==> src/rtl/lsu_ea_pkg.sv <==
package lsu_ea_pkg;

    localparam int XLEN  = 32;
    localparam int SH_W  = $clog2(XLEN);

    typedef enum logic [1:0] {
        SH_LSL = 2'd0,
        SH_LSR = 2'd1,
        SH_ASR = 2'd2,
        SH_ROR = 2'd3
    } shift_kind_e;

    typedef enum logic [1:0] {
        IDX_PRE    = 2'd0,
        IDX_PRE_WB = 2'd1,
        IDX_POST   = 2'd2,
        IDX_RSVD   = 2'd3
    } idx_mode_e;

    typedef enum logic [1:0] {
        SZ_BYTE  = 2'd0,
        SZ_HALF  = 2'd1,
        SZ_WORD  = 2'd2,
        SZ_WORD2 = 2'd3
    } acc_size_e;

    typedef struct packed {
        logic [XLEN-1:0] addr;
        logic [XLEN-1:0] wb;
        logic            wb_en;
        logic            err;
    } ea_result_t;

    // Low address bits that must be zero for a given access width.
    function automatic logic [1:0] align_mask(acc_size_e sz);
        case (sz)
            SZ_BYTE: return 2'b00;
            SZ_HALF: return 2'b01;
            default: return 2'b11;
        endcase
    endfunction

    function automatic logic mode_writes_back(idx_mode_e m);
        return (m == IDX_PRE_WB) || (m == IDX_POST);
    endfunction

endpackage

==> src/rtl/lsu_ea_shift.sv <==
module lsu_ea_shift
    import lsu_ea_pkg::*;
#(
    parameter int W   = XLEN,
    parameter int AMT = $clog2(W)
) (
    input  logic [W-1:0]   val,
    input  shift_kind_e    kind,
    input  logic [AMT-1:0] amt,
    output logic [W-1:0]   res
);
    logic [2*W-1:0] dbl;

    always_comb begin
        dbl = {val, val} >> amt;
        case (kind)
            SH_LSL:  res = val << amt;
            SH_LSR:  res = val >> amt;
            SH_ASR:  res = W'($signed(val) >>> amt);
            default: res = dbl[W-1:0];
        endcase
    end
endmodule

==> src/rtl/lsu_ea_addsub.sv <==
module lsu_ea_addsub #(
    parameter int W     = 32,
    parameter int IMM_W = 12
) (
    input  logic [W-1:0]     base,
    input  logic [W-1:0]     reg_term,
    input  logic [IMM_W-1:0] imm,
    input  logic             use_reg,
    input  logic             subtract,
    output logic [W-1:0]     sum
);
    logic [W-1:0] operand;

    always_comb begin
        operand = use_reg ? reg_term : {{(W-IMM_W){1'b0}}, imm};
        sum     = subtract ? (base - operand) : (base + operand);
    end
endmodule

==> src/rtl/lsu_ea_align.sv <==
module lsu_ea_align
    import lsu_ea_pkg::*;
(
    input  acc_size_e  sz,
    input  logic [1:0] addr_lo,
    output logic       misaligned
);
    always_comb misaligned = |(addr_lo & align_mask(sz));
endmodule

==> src/rtl/lsu_ea_gen.sv <==
module lsu_ea_gen
    import lsu_ea_pkg::*;
#(
    parameter int IMM_W = 12,
    parameter int AW    = XLEN,
    localparam int SW   = $clog2(AW)
) (
    input  logic            clk,
    input  logic            rst,
    input  logic            in_valid,
    input  logic [AW-1:0]   base_val,
    input  logic [AW-1:0]   reg_off,
    input  logic [IMM_W-1:0] imm_off,
    input  logic            off_sel,
    input  logic            sub_sel,
    input  logic [1:0]      shift_kind,
    input  logic [SW-1:0]   shift_amt,
    input  logic [1:0]      mode,
    input  logic [1:0]      size,
    output logic            out_valid,
    output logic [AW-1:0]   mem_addr,
    output logic [AW-1:0]   wb_data,
    output logic            wb_en,
    output logic            align_err
);
    idx_mode_e    mode_e;
    acc_size_e    size_e;
    shift_kind_e  kind_e;
    logic [AW-1:0] shifted, sum, sent;
    logic          misaligned;
    ea_result_t    res_q;
    logic          vld_q;

    always_comb begin
        mode_e = idx_mode_e'(mode);
        size_e = acc_size_e'(size);
        kind_e = shift_kind_e'(shift_amt == '0 ? SH_LSL : shift_kind);
    end

    lsu_ea_shift #(.W(AW), .AMT(SW)) u_shift (
        .val  (reg_off),
        .kind (kind_e),
        .amt  (shift_amt),
        .res  (shifted)
    );

    lsu_ea_addsub #(.W(AW), .IMM_W(IMM_W)) u_addsub (
        .base     (base_val),
        .reg_term (shifted),
        .imm      (imm_off),
        .use_reg  (off_sel),
        .subtract (sub_sel),
        .sum      (sum)
    );

    always_comb sent = (mode_e == IDX_POST) ? base_val : sum;

    lsu_ea_align u_align (
        .sz         (size_e),
        .addr_lo    (sent[1:0]),
        .misaligned (misaligned)
    );

    always_ff @(posedge clk) begin
        if (rst) begin
            vld_q <= 1'b0;
            res_q <= '0;
        end else begin
            vld_q <= in_valid;
            if (in_valid) begin
                res_q.addr  <= sent;
                res_q.wb    <= sum;
                res_q.err   <= misaligned;
                res_q.wb_en <= mode_writes_back(mode_e) && !misaligned;
            end else begin
                res_q.err   <= 1'b0;
                res_q.wb_en <= 1'b0;
            end
        end
    end

    always_comb begin
        out_valid = vld_q;
        mem_addr  = res_q.addr;
        wb_data   = res_q.wb;
        wb_en     = res_q.wb_en;
        align_err = res_q.err;
    end


    valid_lat_chk: assert property (@(posedge clk) disable iff (rst)
        !$past(rst) |-> (out_valid == $past(in_valid)));


    wb_err_excl_chk: assert property (@(posedge clk) disable iff (rst)
        wb_en |-> (!align_err && out_valid));


    err_needs_valid_chk: assert property (@(posedge clk) disable iff (rst)
        align_err |-> out_valid);


    post_base_chk: assert property (@(posedge clk) disable iff (rst)
        (!$past(rst) && out_valid && $past(mode) == IDX_POST) |-> (mem_addr == $past(base_val)));


    pre_no_wb_chk: assert property (@(posedge clk) disable iff (rst)
        (!$past(rst) && out_valid && ($past(mode) == IDX_PRE || $past(mode) == IDX_RSVD)) |-> !wb_en);


    byte_never_err_chk: assert property (@(posedge clk) disable iff (rst)
        (!$past(rst) && out_valid && $past(size) == SZ_BYTE) |-> !align_err);


    addr_hold_chk: assert property (@(posedge clk) disable iff (rst)
        (!$past(rst) && !$past(in_valid)) |-> ($stable(mem_addr) && $stable(wb_data)));

endmodule

==> config.mk <==
export PLATFORM = sky130hd
export DESIGN_NAME = lsu_ea_gen
export DESIGN_NICKNAME = d
export VERILOG_FILES = /design/src/rtl/lsu_ea_pkg.sv /design/src/rtl/lsu_ea_shift.sv /design/src/rtl/lsu_ea_addsub.sv /design/src/rtl/lsu_ea_align.sv /design/src/rtl/lsu_ea_gen.sv
export SDC_FILE = /design/constraint.sdc
export NUM_CORES = 1
export LEC_CHECK = 0
export BUFFER_PORTS_ARGS = -buffer_cell sky130_fd_sc_hd__buf_2
export CAP_MARGIN = 10
export CORE_MARGIN = 2
export CORE_UTILIZATION = 35
export CTS_CLUSTER_DIAMETER = 120
export DETAILED_ROUTE_END_ITERATION = 16
export HOLD_SLACK_MARGIN = 0.12
export SLEW_MARGIN = 30
export SYNTH_ARGS = -nofsm -noshare
export SYNTH_HDL_FRONTEND = slang
export SYNTH_HIERARCHICAL = 1
export SYNTH_SLANG_ARGS = --single-unit
export TNS_END_PERCENT = 20
==> constraint.sdc <==
create_clock -name clk -period 13.4 [get_ports clk]
set_input_delay 2.68 -clock clk [delete_from_list [all_inputs] [get_ports clk]]
set_output_delay 2.68 -clock clk [all_outputs]
set_load 0.005 [all_outputs]
==> results of run 1 <==
sequential cells by signal (all words and copies together), names as in the netlist:
| register | flops |
|---|---|
| mem_addr | 32 |
| wb_data | 32 |
| align_err | 1 |
| out_valid | 1 |
| wb_en | 1 |
layer usage:
metal  vias to the layer above  part of all wire (%)
met2                       729                    43
li1                       5431                     -
met5                         -                     0
met4                         0                   4.2
met1                      5515                    42
met3                       121                    11
critical path: cells and delay by family:
kind / cells / cell delay [ns]
fa+ha+maj: 1 / 0.34
compound gates: 9 / 2.32
mux: 1 / 0.10
buf+inv: 3 / 1.06
simple gates: 14 / 3.76
xor+xnor: 1 / 0.19
where the power goes:
group	total [mW]	switching, mW	internal, mW
sequential	0.247	0.0163	0.231
combinational	0.619	0.377	0.242
clock	0.245	0.0982	0.147
total	1.11	0.492	0.620
kinds of logic (layout without fill, tap and decap cells):
| logic type | after synthesis | after routing |
|---|---|---|
| and+or+nand+nor | 496 | 496 |
| adders and majority gates | 34 | 34 |
| DFF | 67 | 67 |
| AOI/OAI and AO/OA | 414 | 414 |
| buffers and inverters | 132 | 209 |
| xor gates and xnor gates | 42 | 42 |
| muxes | 218 | 218 |
area by class of cell:
type	instances	area [um2]
repair buffers	170	892
well taps	390	488
inverters	23	86.3
flip-flops and latches	67	1340
clock buffers	9	225
clock inverters	7	82.6
fillers	3091	18100
multi-input cells	1204	8480
cell usage in the layout (no fill, tap or decap), types with 12 or more instances in the layout:
| cell | netlist | final |
|---|---|---|
| xor2_1 | 13 | 13 |
| buf_4 | 13 | 14 |
| inv_1 | 18 | 18 |
| a21oi_1 | 88 | 88 |
| ha_1 | 33 | 32 |
| nor2b_1 | 14 | 14 |
| nor2_1 | 192 | 190 |
| mux4_2 | 16 | 16 |
| o21a_1 | 14 | 14 |
| o22ai_1 | 19 | 19 |
| mux2_2 | 43 | 43 |
| a211oi_1 | 52 | 52 |
| or2_2 | 12 | 12 |
| o21ai_0 | 69 | 69 |
| nand3_1 | 38 | 38 |
| mux2i_1 | 151 | 151 |
| nand2b_1 | 15 | 15 |
| o211ai_1 | 15 | 15 |
| a21o_1 | 12 | 12 |
| buf_2 | 30 | 155 |
| a31oi_1 | 16 | 16 |
| nor3_1 | 41 | 41 |
| xnor2_1 | 29 | 29 |
| dfxtp_1 | 67 | 67 |
| o31ai_1 | 12 | 12 |
| nand2_1 | 111 | 111 |
per-stage QoR:
step / power, mW / instances / util [%]
final: 1.11 / 1870 / 39.0
after CTS: 1.10 / 1870 / 39.0
after detailed placement: 0.853 / 1854 / 38.0
after global routing: 1.18 / 1870 / 39.0
after global placement: 0.847 / 1854 / 37.9
after floorplan: 0.679 / 1403 / -
final timing paths:
check / start / to / slack (ns) / cells after the start
worst max-delay path: shift_amt[0] / mem_addr[31]$_SDFFE_PP0P_ / 3.15 / 29
worst min-delay path: mem_addr[2]$_SDFFE_PP0P_ / mem_addr[2]$_SDFFE_PP0P_ / 0.48 / 2
worst max register to register: mem_addr[30]$_SDFFE_PP0P_ / mem_addr[30]$_SDFFE_PP0P_ / 12.62 / 2
worst min register to register: mem_addr[2]$_SDFFE_PP0P_ / mem_addr[2]$_SDFFE_PP0P_ / 0.48 / 2
==> impl_metrics.env, run 1 <==
export IMPL_status="finished clean"
export IMPL_maxCapViolCount=0
export IMPL_synth_enable_flop_cells=0
export IMPL_rsz0062_at_grt="false"
export IMPL_synth_cell_types=96
export IMPL_holdWs_ns=0.481
export IMPL_ys_top_cells_by_count="nor2_1, mux2i_1, nand2_1"
export IMPL_worst_path_max_delay_cell="nor4_1"
export IMPL_path_max_fanout=80
export IMPL_synth_compound_area_share_pct=27.1
export IMPL_drt_total_wl_mm=40.6
export IMPL_drt_first_pass_iters=6
export IMPL_netlist_top_cell_by_area="mux2i_1"
export IMPL_post_cts_buffers=0
export IMPL_met1_usage_pct=33.2
export IMPL_syn_area_um2=10600
export IMPL_antenna_cells=0
export IMPL_skew_ns=0
export IMPL_grt_util_met3_pct=5.51
export IMPL_critical_path_required_ns=13.65
export IMPL_synth_top_family_by_area="compound AO/OA/AOI/OAI gates"
export IMPL_finalHoldViolations=0
export IMPL_die_w_um=178
export IMPL_cts_tree="built"
export IMPL_dieArea_um2=31600
export IMPL_wl_per_cell_um=21.7
export IMPL_fin_ws_ns=3.15
export IMPL_row_count=63
export IMPL_cts_buffers=9
export IMPL_p_per_area_nw_per_um2=95.8
export IMPL_synthFlopType="dfxtp_1"
export IMPL_die_h_um=178
export IMPL_post_cts_resized=0
export IMPL_synthToLayoutAreaGrowth_pct=9.69
export IMPL_clock_sinks=67
export IMPL_num_vias=11800
export IMPL_drive_gt1_share_pct=20.1
export IMPL_dpl_worst_slack_ns=3.24
export IMPL_design_portCount=159
export IMPL_crit_path_end_kind="flip-flop"
export IMPL_grt_max_degree=97
export IMPL_syn_nets=1529
export IMPL_fin_area_um2=11600
export IMPL_p_leak_nw=4.76
export IMPL_slew_violations=0
export IMPL_postPlaceCellArea_um2=11300
export IMPL_globalplace_congestion=1.07
export IMPL_hold_buffers=0
export IMPL_ys_seq_elements=67
export IMPL_arrival_ns=10.50
export IMPL_port_buffers=158
export IMPL_synthAdderAreaFrac_pct=4.09
export IMPL_synth_async_sr_flop_share_pct=0
export IMPL_synthMuxAreaShare_pct=23.4
export IMPL_tightest_slew_ns=1.03
export IMPL_busiest_layer="met2"
export IMPL_synthTopCellsByArea="mux2i_1, dfxtp_1, nor2_1"
export IMPL_maxSlewHeadroom_pct=31.1
export IMPL_antenna_found_initial=0
export IMPL_hp_class="flip-flop to flip-flop"
export IMPL_min_period_over_period_pct=76.5
export IMPL_setup_viol=0
export IMPL_coreArea_um2=29700
export IMPL_synth_top_area_share_pct=14.3
export IMPL_viasPerCell=6.31
export IMPL_clk_insertion_delay_late_ns=0.34
export IMPL_drc=0
export IMPL_ys_seq_area_share_pct=12.7
export IMPL_drt_iter0_markers=1687
export IMPL_ir_drop_mv=0.0556
export IMPL_ys_warn_count=6
export IMPL_fin_nets=1601
export IMPL_track_usage_pct=24.7
export IMPL_initial_core_util_pct=35.6
export IMPL_cts_root_buf="clkbuf_16"
export IMPL_tns_ns=0
export IMPL_worstSetupStartpointType="primary input"
export IMPL_yosysMostFrequentCell="nor2_1"
export IMPL_met2_usage_pct=38.4
export IMPL_clockBufferDepth=2
export IMPL_antenna_left=0
export IMPL_htree_levels=3
export IMPL_syn_inst=1403
export IMPL_crit_type="primary input to flip-flop"
export IMPL_min_period_ns=10.25
export IMPL_slowest_delay_ns=0.82
export IMPL_grt_pass1_vias=10500
export IMPL_gr_total_overflow=0
export IMPL_crit_top_cell="nand2_1"
export IMPL_yosys_area_share_simple_pct=22.0
export IMPL_grt_pass1_wl_mm=61.4
export IMPL_hpwl_mm=31.0
export IMPL_avgSynthCellArea_um2=7.54
export IMPL_clk_pin_slew_ns=0.06
export IMPL_yosys_area_share_xor_xnor_pct=3.48
export IMPL_max_freq_mhz=97.6
Power figures use the tool's default switching activity.
==> run 2: changes to the inputs <==
Settings changed: ABC_AREA from default to 1.
Clock period 13.4 ns to 9.3 ns, I/O delays scaled along.
==> run 2 against run 1 <==
Against the previous run:
- final area up 0.30%
- total power up 42%
- sequential share of layout area about the same
- critical path depth up 3
- routed wire length up 0.39%
- register-to-register slack worse by 4.0 ns
- clock-buffer cell count unchanged
- utilization up 0.12 points
- sequential power up 38%
- sequential cell count unchanged
==> impl_metrics.env, run 2 <==
export IMPL_post_cts_buffers=0
export IMPL_arrival_ns=7.87
export IMPL_ys_seq_area_share_pct=12.6
export IMPL_fin_nets=2192
export IMPL_wl_per_cell_um=16.6
export IMPL_rsz0062_at_grt="false"
export IMPL_worstSetupStartpointType="primary input"
export IMPL_fillers=3355
export IMPL_grt_pass1_vias=12200
export IMPL_viasPerCell=5.43
export IMPL_crit_top_cell="nand2_1"
export IMPL_clockBufferDepth=2
export IMPL_r2r_start="wb_data[28]$_SDFFE_PP0P_"
export IMPL_netlist_top_cell_by_area="nand2_1"
export IMPL_critical_path_required_ns=9.57
export IMPL_slowest_delay_ns=0.71
export IMPL_ys_top_cells_by_count="nand2_1, nand3_1, nor2_1"
export IMPL_worst_path_max_delay_cell="clkinv_2"
export IMPL_synth_top_area_share_pct=24.0
export IMPL_ys_warn_count=6
export IMPL_min_to="wb_data[1]$_SDFFE_PP0P_"
export IMPL_cts_tree="built"
export IMPL_dieArea_um2=31700
export IMPL_die_w_um=178
export IMPL_ir_drop_mv=0.0981
export IMPL_initial_core_util_pct=35.7
export IMPL_postPlaceCellArea_um2=11300
export IMPL_skew_ns=0
export IMPL_antenna_found_initial=1
export IMPL_drt_iter0_markers=1434
export IMPL_design_portCount=159
export IMPL_syn_inst=1989
export IMPL_min_delay_start="wb_data[1]$_SDFFE_PP0P_"
export IMPL_status="finished clean"
export IMPL_path_buf_inv=7
export IMPL_max_freq_mhz=132
export IMPL_synthToLayoutAreaGrowth_pct=9.70
export IMPL_r2r_slack_ns=8.61
export IMPL_clock_sinks=67
export IMPL_clk_insertion_delay_late_ns=0.33
export IMPL_drive_gt1_share_pct=13.7
export IMPL_drt_first_pass_iters=6
export IMPL_hp_class="flip-flop to flip-flop"
export IMPL_reg2reg_to="wb_data[28]$_SDFFE_PP0P_"
export IMPL_globalplace_congestion=1.03
export IMPL_drc=0
export IMPL_coreArea_um2=29700
export IMPL_tightest_slew_ns=0.976
export IMPL_fin_area_um2=11600
export IMPL_min_period_ns=7.60
export IMPL_synth_async_sr_flop_share_pct=0
export IMPL_clk_pin_slew_ns=0.05
export IMPL_maxCapViolCount=0
export IMPL_maxSlewHeadroom_pct=34.8
export IMPL_avgSynthCellArea_um2=5.33
export IMPL_antenna_left=0
export IMPL_cts_buffers=9
export IMPL_synthFlopType="dfxtp_1"
export IMPL_synth_enable_flop_cells=0
export IMPL_r2r_cells=2
export IMPL_row_count=63
export IMPL_mostFrequentLayoutCells="nand2_1, nand3_1, nor2_1"
export IMPL_p_per_area_nw_per_um2=136
export IMPL_syn_area_um2=10600
export IMPL_p_leak_nw=6.44
export IMPL_grt_pass1_wl_mm=64.6
export IMPL_die_h_um=178
export IMPL_crit_family="simple AND/OR/NAND/NOR gates"
export IMPL_cts_root_buf="clkbuf_16"
export IMPL_final_cell_count_no_fill=2462
export IMPL_yosysMostFrequentCell="nand2_1"
export IMPL_grt_max_degree=129
export IMPL_crit_path_end_kind="flip-flop"
export IMPL_port_buffers=158
export IMPL_drt_total_wl_mm=40.8
export IMPL_hpwl_mm=32.7
export IMPL_dp_cells=2445
export IMPL_synthTopCellsByArea="nand2_1, nand3_1, dfxtp_1"
export IMPL_num_vias=13400
export IMPL_path_max_fanout=57
export IMPL_syn_nets=2115
export IMPL_htree_levels=3
export IMPL_post_cts_resized=0
export IMPL_crit_type="primary input to flip-flop"
export IMPL_layout_commonest_cell="nand2_1"
export IMPL_ys_seq_elements=67
export IMPL_synth_cell_types=45
export IMPL_hold_depth=2
export IMPL_min_period_over_period_pct=81.7
export IMPL_slew_violations=0
export IMPL_finalHoldViolations=0
export IMPL_setup_viol=0
export IMPL_track_usage_pct=25.4
export IMPL_tns_ns=0
export IMPL_gr_total_overflow=0
export IMPL_fin_util_pct=39.1
export IMPL_hold_buffers=0
run 2: cell count changes after synthesis, sizes merged, moves of 18 or more:
cell	change
clkbuf	-27
nand3	+324
mux2	-45
o21ai	+40
mux2i	-157
nor3	-25
xnor2	-23
o22ai	-19
inv	+143
nand2	+621
xor2	+21
buf	+18
nor2	+26
a211oi	-54
run 2: layout make-up:
type	count	area [um2]	area share, %
timing repair buffer	166	857	7.37
clock inverter	7	98.8	0.850
multi-input combinational	1657	7990	68.7
inverter	165	633	5.44
tap	390	488	4.19
antenna	1	2.50	0.0215
clock buffer	9	225	1.94
sequential	67	1340	11.5
run 2: where the power goes:
part	internal, mW	switching [mW]
Sequential	0.324	0.0178
Clock	0.237	0.138
Combinational	0.277	0.586
run 2: cell families (layout without fill, tap and decap cells):
| group | Yosys count | in the layout | share of synthesized area (%) |
|---|---|---|---|
| adder cells (fa/ha/maj) | 34 | 34 | 4.08 |
| AND/OR/NAND/NOR | 1358 | 1358 | 56.4 |
| XOR/XNOR | 40 | 40 | 3.30 |
| flip-flops | 67 | 67 | 12.6 |
| other | 0 | 1 | 0 |
| AO/OA/AOI/OAI | 225 | 225 | 11.6 |
| buffers and inverters | 265 | 347 | 12.1 |
run 2: how the worst max path moves through the flow:
stage,from,to,cells after the start
2_1_floorplan,shift_amt[3],mem_addr[24]$_SDFFE_PP0P_,40
3_3_place_gp,shift_amt[2],mem_addr[24]$_SDFFE_PP0P_,31
3_5_place_dp,shift_amt[2],mem_addr[30]$_SDFFE_PP0P_,34
4_1_cts,shift_amt[2],mem_addr[30]$_SDFFE_PP0P_,34
5_1_grt,shift_amt[2],mem_addr[24]$_SDFFE_PP0P_,33
6_report,shift_amt[2],mem_addr[17]$_SDFFE_PP0P_,32
run 2: routing by layer:
layer	GRT usage, %	routed length, um	up-vias
met1	34.9	18300	6034
li1	-	-	6604
met4	9.36	1430	0
met5	0	0	-
met3	2.20	2970	91
met2	41.4	18000	641
run 2: per-stage QoR:
step,hold WS (ns),power [mW],setup WS (ns)
finish,0.496,1.58,1.70
global route,0.532,1.71,1.17
CTS,0.497,1.58,2.17
detailed placement,0.482,1.20,1.85
global placement,0.474,1.20,1.88
floorplan,0.487,0.955,3.86
run 2: worst min-delay path, cell delays in order (launching register included):
cell and delay, ns:
dfxtp_1 0.31, o21ai_0 0.07, nor2_1 0.07
